[config.mk]
export PLATFORM = sky130hd
export DESIGN_NAME = acc_rsc_unit
export DESIGN_NICKNAME = d
export VERILOG_FILES = /design/src/rtl/acc_rsc_pkg.sv /design/src/rtl/acc_rsc_shsel.sv /design/src/rtl/acc_rsc_lane.sv /design/src/rtl/acc_rsc_unit.sv
export SDC_FILE = /design/constraint.sdc
export NUM_CORES = 2
export LEC_CHECK = 0
export BUFFER_PORTS_ARGS = -buffer_cell sky130_fd_sc_hd__buf_2
export CAP_MARGIN = 20
export CORE_AREA = 2 2 239 241
export DETAILED_ROUTE_END_ITERATION = 10
export DIE_AREA = 0 0 241 243
export PLACE_DENSITY = 0.72
export SLEW_MARGIN = 30
export SYNTH_ARGS = -nofsm -noshare
export SYNTH_HDL_FRONTEND = slang
export SYNTH_SLANG_ARGS = --single-unit
[constraint.sdc]
create_clock -name clk -period 9.5 [get_ports clk]
set_input_delay 1.9 -clock clk [delete_from_list [all_inputs] [get_ports clk]]
set_output_delay 1.9 -clock clk [all_outputs]
set_load 0.005 [all_outputs]
[src/rtl/acc_rsc_pkg.sv]
package acc_rsc_pkg;

  typedef enum logic [1:0] {
    MODE_BCAST = 2'd0,
    MODE_LANE  = 2'd1,
    MODE_BAD   = 2'd2
  } shmode_e;

  localparam logic [3:0] SEL_LANEWISE = 4'b1011;

  // Broadcast codes have the top bit clear; one extra code means lane-wise.
  function automatic shmode_e decode_sel(input logic [3:0] sel);
    if (!sel[3])                   return MODE_BCAST;
    else if (sel == SEL_LANEWISE)  return MODE_LANE;
    else                           return MODE_BAD;
  endfunction

endpackage

[src/rtl/acc_rsc_shsel.sv]
module acc_rsc_shsel
  import acc_rsc_pkg::*;
#(
  parameter int LANES = 8,
  parameter int SHV_W = 8
) (
  input  logic [LANES-1:0][SHV_W-1:0] shv,
  input  logic [3:0]                  sel,
  output logic [LANES-1:0][SHV_W-1:0] lane_shift,
  output logic                        sel_bad
);
  localparam int IDX_W = $clog2(LANES);

  shmode_e          mode;
  logic [SHV_W-1:0] bcast_amt;

  assign mode      = decode_sel(sel);
  assign sel_bad   = (mode == MODE_BAD);
  assign bcast_amt = shv[sel[IDX_W-1:0]];

  for (genvar g = 0; g < LANES; g++) begin : g_pick
    always_comb begin
      unique case (mode)
        MODE_BCAST: lane_shift[g] = bcast_amt;
        MODE_LANE:  lane_shift[g] = shv[g];
        default:    lane_shift[g] = '0;
      endcase
    end
  end

endmodule

[src/rtl/acc_rsc_lane.sv]
module acc_rsc_lane #(
  parameter int ACC_W = 24,
  parameter int OUT_W = 8,
  parameter int SHV_W = 8
) (
  input  logic [ACC_W-1:0] acc,
  input  logic [SHV_W-1:0] shamt,
  output logic [OUT_W-1:0] res,
  output logic             bad,
  output logic             rnd_up,
  output logic             sat
);
  localparam logic [SHV_W-1:0] SH_NONE = '0;
  localparam logic [SHV_W-1:0] SH_MID  = SHV_W'(OUT_W);
  localparam logic [SHV_W-1:0] SH_HI   = SHV_W'(2 * OUT_W);
  localparam logic [ACC_W:0]   OUT_MAX = (ACC_W+1)'((1 << OUT_W) - 1);

  function automatic logic amt_legal(input logic [SHV_W-1:0] s);
    return (s == SH_NONE) || (s == SH_MID) || (s == SH_HI);
  endfunction

  function automatic logic [ACC_W-1:0] kept_field(input logic [ACC_W-1:0] a,
                                                  input logic [SHV_W-1:0] s);
    return a >> s;
  endfunction

  // First discarded bit below the kept field.
  function automatic logic half_bit(input logic [ACC_W-1:0] a,
                                    input logic [SHV_W-1:0] s);
    if (s == SH_NONE) return 1'b0;
    return |((a >> (s - SHV_W'(1))) & ACC_W'(1));
  endfunction

  // OR of every discarded bit under the half bit.
  function automatic logic sticky_bits(input logic [ACC_W-1:0] a,
                                       input logic [SHV_W-1:0] s);
    logic [ACC_W-1:0] mask;
    if (s == SH_NONE) return 1'b0;
    mask = (ACC_W'(1) << (s - SHV_W'(1))) - ACC_W'(1);
    return |(a & mask);
  endfunction

  logic [ACC_W-1:0] kept;
  logic             half, sticky;
  logic [ACC_W:0]   rounded;

  assign kept    = kept_field(acc, shamt);
  assign half    = half_bit(acc, shamt);
  assign sticky  = sticky_bits(acc, shamt);
  assign bad     = !amt_legal(shamt);
  // A tie (half set, nothing below) stays put: rounds toward zero.
  assign rnd_up  = half & sticky;
  assign rounded = {1'b0, kept} + {{ACC_W{1'b0}}, rnd_up};
  assign sat     = (rounded > OUT_MAX);
  assign res     = bad ? '0 : (sat ? '1 : rounded[OUT_W-1:0]);

endmodule

[src/rtl/acc_rsc_unit.sv]
module acc_rsc_unit #(
  parameter int LANES = 8,
  parameter int ACC_W = 24,
  parameter int OUT_W = 8,
  parameter int SHV_W = 8
) (
  input  logic                   clk,
  input  logic                   rst_n,
  input  logic                   in_valid,
  input  logic [LANES*ACC_W-1:0] in_acc,
  input  logic [LANES*SHV_W-1:0] in_shv,
  input  logic [3:0]             in_sel,
  output logic                   out_valid,
  output logic [LANES*OUT_W-1:0] out_data,
  output logic                   out_illegal
);
  localparam int DATA_W = LANES * OUT_W;

  logic [LANES-1:0][SHV_W-1:0] shv_arr;
  logic [LANES-1:0][SHV_W-1:0] lane_shift;
  logic                        sel_bad;
  logic [LANES-1:0]            lane_bad;
  logic [LANES-1:0]            lane_rnd_up;
  logic [LANES-1:0]            lane_sat;
  logic [DATA_W-1:0]           next_data;
  logic                        any_bad;

  assign shv_arr = in_shv;

  acc_rsc_shsel #(.LANES(LANES), .SHV_W(SHV_W)) u_shsel (
    .shv        (shv_arr),
    .sel        (in_sel),
    .lane_shift (lane_shift),
    .sel_bad    (sel_bad)
  );

  for (genvar g = 0; g < LANES; g++) begin : g_lane
    logic [OUT_W-1:0] res;
    acc_rsc_lane #(.ACC_W(ACC_W), .OUT_W(OUT_W), .SHV_W(SHV_W)) u_lane (
      .acc    (in_acc[g*ACC_W +: ACC_W]),
      .shamt  (lane_shift[g]),
      .res    (res),
      .bad    (lane_bad[g]),
      .rnd_up (lane_rnd_up[g]),
      .sat    (lane_sat[g])
    );
    assign next_data[g*OUT_W +: OUT_W] = sel_bad ? '0 : res;
  end

  assign any_bad = sel_bad | (|lane_bad);

  always_ff @(posedge clk) begin
    if (!rst_n) begin
      out_valid   <= 1'b0;
      out_data    <= '0;
      out_illegal <= 1'b0;
    end else begin
      out_valid <= in_valid;
      if (in_valid) begin
        out_data    <= next_data;
        out_illegal <= any_bad;
      end
    end
  end

endmodule

======== Word-level counts from Yosys, hierarchy flattened ========
Cells that the tools add are included.
word-level totals
  word-level logic and storage cells ...... 206
  bits in latches ......................... 0
  memories ................................ 0
  output and inout bits ................... 66
  bits in read-only memories .............. 0
  memory bits (writable) .................. 0
  register bits after elaboration ......... 66
operators by class
  add/sub/neg operators ................... 24
  reduce and logical (&&, ||, !) cells .... 42
  bitwise gates (word level) .............. 17
  div/mod/pow operators ................... 0
  eq/ne operators ......................... 19
  muxes and demuxes ....................... 68
  multipliers ............................. 0
  shifts and indexed selects .............. 24
  $lt $le $gt $ge ......................... 9
operator list
  operator                 number
  $add A24 B1 Y25          8
  $gt A25 B8 Y1 const B    8
  $mux W8                  25
  $and A24 B24 Y24         8
  $reduce_or A24 Y1        8
  $shl A1 B8 Y24 const A   8
  $shr A24 B8 Y1           8
  $shr A24 B8 Y24          8
  $sub A24 B2 Y24 const B  8
  $pmux W8 S2              8
  $eq A8 B4 Y1 const B     8
  $eq A8 B5 Y1 const B     8
  $logic_not A8 Y1         8
  $sub A8 B1 Y8 const B    8
  $mux W1                  32
  $bmux W8 S3              1
  $logic_or A1 B1 Y1       16
  $and A1 B1 Y1            8
  $logic_not A1 Y1         8
  $reduce_or A8 Y1         1
  $eq A4 B4 Y1 const B     1
  $lt A3 B4 Y1 const B     1
  $mux W2                  2
  $eq A2 B1 Y1 const B     1
  3 further kinds          3

======== Depth between registers and ports, before layout ========
  word-level depth ........................ 17
  mapped depth ............................ 39
  depth with buffers taken out ............ 31

======== Modules after synthesis ========
Synthesis repeated with hierarchy kept, for this count alone.
unflattened totals
  cells, all modules ...................... 3977
  area total of the unflattened synthesis .. 29236.8 um^2
modules (own cells, without submodules)
  module                               cells an instance  instances  area each (um^2)
  acc_rsc_lane (g_lane[0].u_lane ...)  431                7          3076.7
  acc_rsc_lane (g_lane[7].u_lane)      485                1          3433.3
  acc_rsc_unit                         287                1          3059.2
  acc_rsc_shsel                        188                1          1207.4

======== Worst setup path before layout ========
No wires, ideal clock.
  kind .................................... input to register
  start point ............................. input in_sel[3]
  end point ............................... register out_data[52]
  buffers on the path ..................... 11
  arrival ................................. 9.056 ns
  stages .................................. 38
  setup time .............................. 0.125 ns
  path slack .............................. 0.319 ns
  cells stage by stage .................... buf_4 > and4b_1 > buf_2 > buf_6 > buf_6 > buf_2 > nand2_1 > o21ai_1 > inv_2 > buf_2 > buf_1 > clkbuf_1 > ha_1 > clkbuf_1 > nand3_1 > xnor2_1 > nor3b_1 > nand2b_1 > (+2 left out) > ha_1 > clkbuf_1 > o21ai_1 > xnor2_1 > a222oi_1 > nand4_1 > o21a_1 > ha_1 > ha_1 > inv_1 > a31oi_1 > and3_1 > a211oi_1 > a41oi_1 > a2111oi_2 > o2111ai_2 > a21oi_1 > o21ai_1
between the ends
  longest elaborated chain between the ends .. 17
  elaborated cells on any way between the ends .. 28
ends and longest elaborated chain
  item                                                     line                                    source
  start: declaration                                       acc_rsc_unit.sv:12                      input logic [3:0] in_sel,
  $eq A4 B4 Y1                                             acc_rsc_pkg.sv:14                       else if (sel == SEL_LANEWISE) return MODE_LANE;
  $mux W2                                                  acc_rsc_pkg.sv:14
  $mux W2 (*)                                              acc_rsc_pkg.sv:13                       if (!sel[3]) return MODE_BCAST;
  $eq A2 B1 Y1 / $logic_not A2 Y1 (equally long branches)  acc_rsc_shsel.sv:23                     unique case (mode)
  $pmux W8 S2                                              acc_rsc_shsel.sv:23
  $sub A8 B1 Y8                                            acc_rsc_lane.sv:31, acc_rsc_lane.sv:39
  $shl A1 B8 Y24                                           acc_rsc_lane.sv:39                      mask = (ACC_W'(1) << (s - SHV_W'(1))) - ACC_W'(1);
  $sub A24 B2 Y24                                          acc_rsc_lane.sv:39
  $and A24 B24 Y24                                         acc_rsc_lane.sv:40                      return |(a & mask);
  $reduce_or A24 Y1                                        acc_rsc_lane.sv:40
  $mux W1                                                  acc_rsc_lane.sv:39
  $and A1 B1 Y1                                            acc_rsc_lane.sv:52                      assign rnd_up = half & sticky;
  $add A24 B1 Y25                                          acc_rsc_lane.sv:53                      assign rounded = {1'b0, kept} + {{ACC_W{1'b0}}, rnd_up};
  $gt A25 B8 Y1                                            acc_rsc_lane.sv:54                      assign sat = (rounded > OUT_MAX);
  $mux W8 (2 in series)                                    acc_rsc_lane.sv:55                      assign res = bad ? '0 : (sat ? '1 : rounded[OUT_W-1:0]);
  $mux W8 (*)                                              acc_rsc_unit.sv:47                      assign next_data[g*OUT_W +: OUT_W] = sel_bad ? '0 : res;
  end signal: assignment                                   acc_rsc_unit.sv:60                      out_data <= next_data;
  end: declaration                                         acc_rsc_unit.sv:14                      output logic [LANES*OUT_W-1:0] out_data,
Mark *: on every way between the ends. The rest lies on a longest branch, timed or not.
A chain may end at the register's enable or synchronous reset.

======== Worst setup path in the final report ========
  start point ............................. input in_sel[0]
  end point ............................... register out_data[23]
between the ends
  longest elaborated chain between the ends .. 17
  elaborated cells on any way between the ends .. 30
ends and longest elaborated chain
  item                                                     line
  $eq A4 B4 Y1                                             acc_rsc_pkg.sv:14
  $mux W2                                                  acc_rsc_pkg.sv:14
  $mux W2                                                  acc_rsc_pkg.sv:13
  $eq A2 B1 Y1 / $logic_not A2 Y1 (equally long branches)  acc_rsc_shsel.sv:23
  $pmux W8 S2                                              acc_rsc_shsel.sv:23
  $sub A8 B1 Y8                                            acc_rsc_lane.sv:31, acc_rsc_lane.sv:39
  $shl A1 B8 Y24                                           acc_rsc_lane.sv:39
  $sub A24 B2 Y24                                          acc_rsc_lane.sv:39
  $and A24 B24 Y24                                         acc_rsc_lane.sv:40
  $reduce_or A24 Y1                                        acc_rsc_lane.sv:40
  $mux W1                                                  acc_rsc_lane.sv:39
  $and A1 B1 Y1                                            acc_rsc_lane.sv:52
  $add A24 B1 Y25                                          acc_rsc_lane.sv:53
  $gt A25 B8 Y1                                            acc_rsc_lane.sv:54
  $mux W8 (2 in series)                                    acc_rsc_lane.sv:55
  $mux W8 (*)                                              acc_rsc_unit.sv:47
Mark *: on every way between the ends. The rest lies on a longest branch, timed or not. The select of a mux whose other input is x is not followed.

==> impl_summary.md <==
Outcome
The flow ran to the end, and the final reports show no timing, DRC or antenna violations.

Cells and area
At the end of the flow the core is filled with cells to 54.5%. The finished layout holds 5043 standard cells, fillers aside. After filler insertion, the fill cell instance count of the layout stands at 5716. After the last flow step, the layout net total stands at 4561. The share of final-layout standard cells stronger than drive strength 1 is 18.7%.

After routing the design area is 30500 sq um. The growth of design area from synthesis to finish is 10.4%.

STA
The ratio of final minimum period to clock period is 95.5%. The timing-limited maximum frequency is 0.110 GHz. The count of final hold-check violations was 0. Setup repair after global routing left no endpoint under its margin. Once routing completed, OpenROAD measured the worst setup slack at 0.432 ns. The smallest clock period supported by the final layout is computed as 9.07 ns. At the pin with the least slew margin, the transition time is 1.03 ns.

The sum of negative setup slack is 0 ns. The count of final max-slew check failures is 0. The final-report setup violation count is 0. The clock arrives with 0 ns of skew. The worst slew margin relative to its limit is 31.4%.

Floorplan
The die covers 58600 sq um. From bottom edge to top edge, the die measures 243 um. The total I/O pin count is 329. The number of core rows is 87. The initial utilization of the core area, before any placement, comes to 49.4%. The total core area is 56000 sq um.

The die span in x is 241 um.

Power
Of the total power, the share spent switching nets is 58.3%. Cell internal power was estimated by the tool at 1.48 mW. For this design the static power due to leakage is 11.7 nW. In this run, the clock network consumes 11.4% of the power.

In this run, the combinational gates consume 80.5% of the power. Power spread over the standard cell area amounts to 117 nW/um^2. IR analysis of the VDD net gives a maximum drop of 0.115 mV.

Sequential cells burn 8.1% of the power. The switching component of the power is 2.08 mW.

Global routing
The total overflow left after global routing is 0. The number of antenna violations at the first check in global routing came to 35. The largest net degree at the start of global routing is 45. The overall track demand over capacity in global routing is 42.8%. The number of global-route vias before repair came to 32700. The first global-routing pass estimated 198 mm of wire.

Hold path
The worst hold path belongs to the class flip-flop to flip-flop.

Setup path
Across all register-to-register paths, the minimum setup slack is 8.54 ns. The worst setup path is captured at a flip-flop. STA puts the critical path data required time at 9.75 ns.

The largest fanout on the critical path is 37. The endpoint arrival time on the critical path is 9.32 ns. STA classifies the critical path startpoint as an input pin.

The startpoint-to-endpoint class of the critical path is input pin to flip-flop.

Synthesis
After synthesis, the netlist uses 134 different library cells. The most frequent cell after synthesis is nand2_1. The number of warnings issued by yosys is 0.

The share of the yosys chip area belonging to registers is 4.78%. Yosys mapped a number of flops with a built-in enable equal to 0. After synthesis the cells add up to 27600 sq um. The top flip-flop cell by instance count after synthesis is dfxtp_1.

The share of synthesized area in the top cell type comes to 9.05%. The largest total area in the synthesized netlist belongs to mux2i_1. The number of standard cells after synthesis is 4040. A synthesized cell averages 6.84 sq um.

After synthesis, the cell types taking the most area are mux2i_1 (9.1%), nand2_1 (6.2%), a21oi_1 (5.1%). By count the netlist is led by nand2_1 (460), nor2_1 (372), a21oi_1 (281). The share of async-settable or async-resettable flops after synthesis is 0%.

Synthesis produced a netlist with a net count of 4343. Synthesis inferred 66 register bits.

Clocking
The maximum count of clock buffers along a single path is 2. The clock-pin slew of the registers on the worst-case setup and hold paths is 0.07 ns. The tree is rooted in a clkbuf_16. The quantity of hold-fixing buffers added after cts is 0. Counting the buffers created by CTS gives 9. TritonCTS built the clock tree. The clock drives 66 sinks. The maximum level of the CTS H-tree is 3. The insertion delay of the later-clocked pin in the worst-skew pair is 0.41 ns.

Flow run
The tool flagged a number of max-cap violations equal to 0.

Detailed routing
The detailed router finished its first iteration with 5392 violations. The first detailed-routing pass ran for 8 iterations. After detailed routing, the number of vias per cell comes to 7.28. The via count of the routed design is 36700. Wires add up to 132 mm. Once detail routing completed, the nets flagged for antenna violations numbered 0.

In the routed design, unresolved DRC markers number 0. The routed wirelength normalized by instance count is 26.1 um.

Placed design
After detailed placement, the design holds a cell count of 4997. The wire-length estimate of the detail-placed layout is 102 mm. In this run the tool buffered the top-level ports with 328 buffer cells.

At the placement stage, the worst setup path has a slack of -0.0290 ns. The weighted congestion at the end of routability-driven global placement is 1.06. After detailed placement, the total cell area comes to 30000 sq um.
## registers in the layout, summed over array words and instances, names as in the netlist
name,flops
out_valid,1
out_illegal,1
out_data,64
## layout by cell type, fill, tap and decap left out, drive strengths merged, types with 48 or more instances in the layout
cell / Yosys / routed
mux4: 51 / 51
a22oi: 81 / 81
o22ai: 110 / 110
nor4: 58 / 58
nor2: 374 / 374
a31oi: 72 / 72
a211oi: 107 / 107
dfxtp: 66 / 66
mux2i: 250 / 250
and2: 48 / 48
nor3: 131 / 131
o211ai: 49 / 49
nand4: 77 / 77
inv: 91 / 95
a21oi: 283 / 283
buf: 171 / 500
nand3: 173 / 173
nand2: 462 / 462
a221oi: 62 / 62
xnor2: 86 / 86
o21ai: 329 / 329
## power groups by stage
stage          Clock, mW  Combinational (mW)  Sequential (mW)
2_1_floorplan          0                1.95            0.295
3_3_place_gp           0                2.75            0.295
3_5_place_dp           0                2.73            0.295
4_1_cts            0.407                2.74            0.289
5_1_grt            0.421                3.04            0.290
6_report           0.407                2.87            0.289
## logic make-up (layout without fill, tap and decap cells)
logic type / count (synthesis) / after routing / synth area share [%]
simple gates: 1562 / 1562 / 28.1
mux: 321 / 321 / 14.0
buf+inv: 385 / 608 / 6.78
compound gates: 1545 / 1545 / 40.6
fa+ha+maj: 40 / 40 / 1.81
xor+xnor: 121 / 121 / 3.86
other cells: 0 / 24 / 0
flops: 66 / 66 / 4.78
## critical path, cell delays in order
cell and delay (ns):
clkbuf_4 0.32, and4b_4 0.65, buf_12 0.29, nand2_1 0.22
o21ai_4 0.12, inv_2 0.16, ha_1 0.36, a21oi_1 0.20
o21ai_0 0.10, a21oi_1 0.43, nand2_1 0.16, or3_1 0.36
ha_1 0.31, o21ai_0 0.23, nand2b_1 0.18, mux2_2 0.34
a32o_1 0.26, nor4_1 0.47, a31oi_1 0.16, ha_1 0.28
ha_1 0.23, nand4_1 0.16, nor3_1 0.16, or3b_2 0.50
a22oi_1 0.17, and4_1 0.40, a32oi_1 0.15
## layer usage
layer / vias to the layer above / wire length, um / global-route usage (%)
met2: 2732 / 56200 / 63.6
met1: 17100 / 51300 / 55.9
met4: 20 / 7350 / 21.6
li1: 16300 / - / -
met5: - / 133 / 0
met3: 523 / 16600 / 12.5
## stage by stage
step                hold slack [ns]  power (mW)
floorplan                     0.442        2.25
global placement              0.429        3.05
detailed placement            0.436        3.03
CTS                           0.447        3.44
global route                  0.464        3.75
finish                        0.444        3.56
## layout make-up
type / count / area, sq um / share of cell area [%]
Antenna cell: 24 / 60.1 / 0.197
Tap cell: 756 / 946 / 3.10
Clock buffer: 9 / 225 / 0.738
Inverter: 91 / 344 / 1.13
Sequential cell: 66 / 1320 / 4.33
Timing Repair Buffer: 501 / 2980 / 9.75
Clock inverter: 7 / 83.8 / 0.275
Multi-Input combinational cell: 3589 / 24600 / 80.5
## repair_timing
item | in CTS | in global routing
resized for setup | 0 | 6
setup endpoints to repair | 0 | 41
buffers inserted | 0 | 3
## worst paths after layout
check | from | endpoint | cells after the start
hold reg to reg | out_data[46] | out_data[46] | 2
setup / recovery | in_sel[0] | out_data[23] | 27
setup reg to reg | out_data[57] | out_data[57] | 3
hold / removal | out_data[46] | out_data[46] | 2
(Power assumes the default switching activity.)
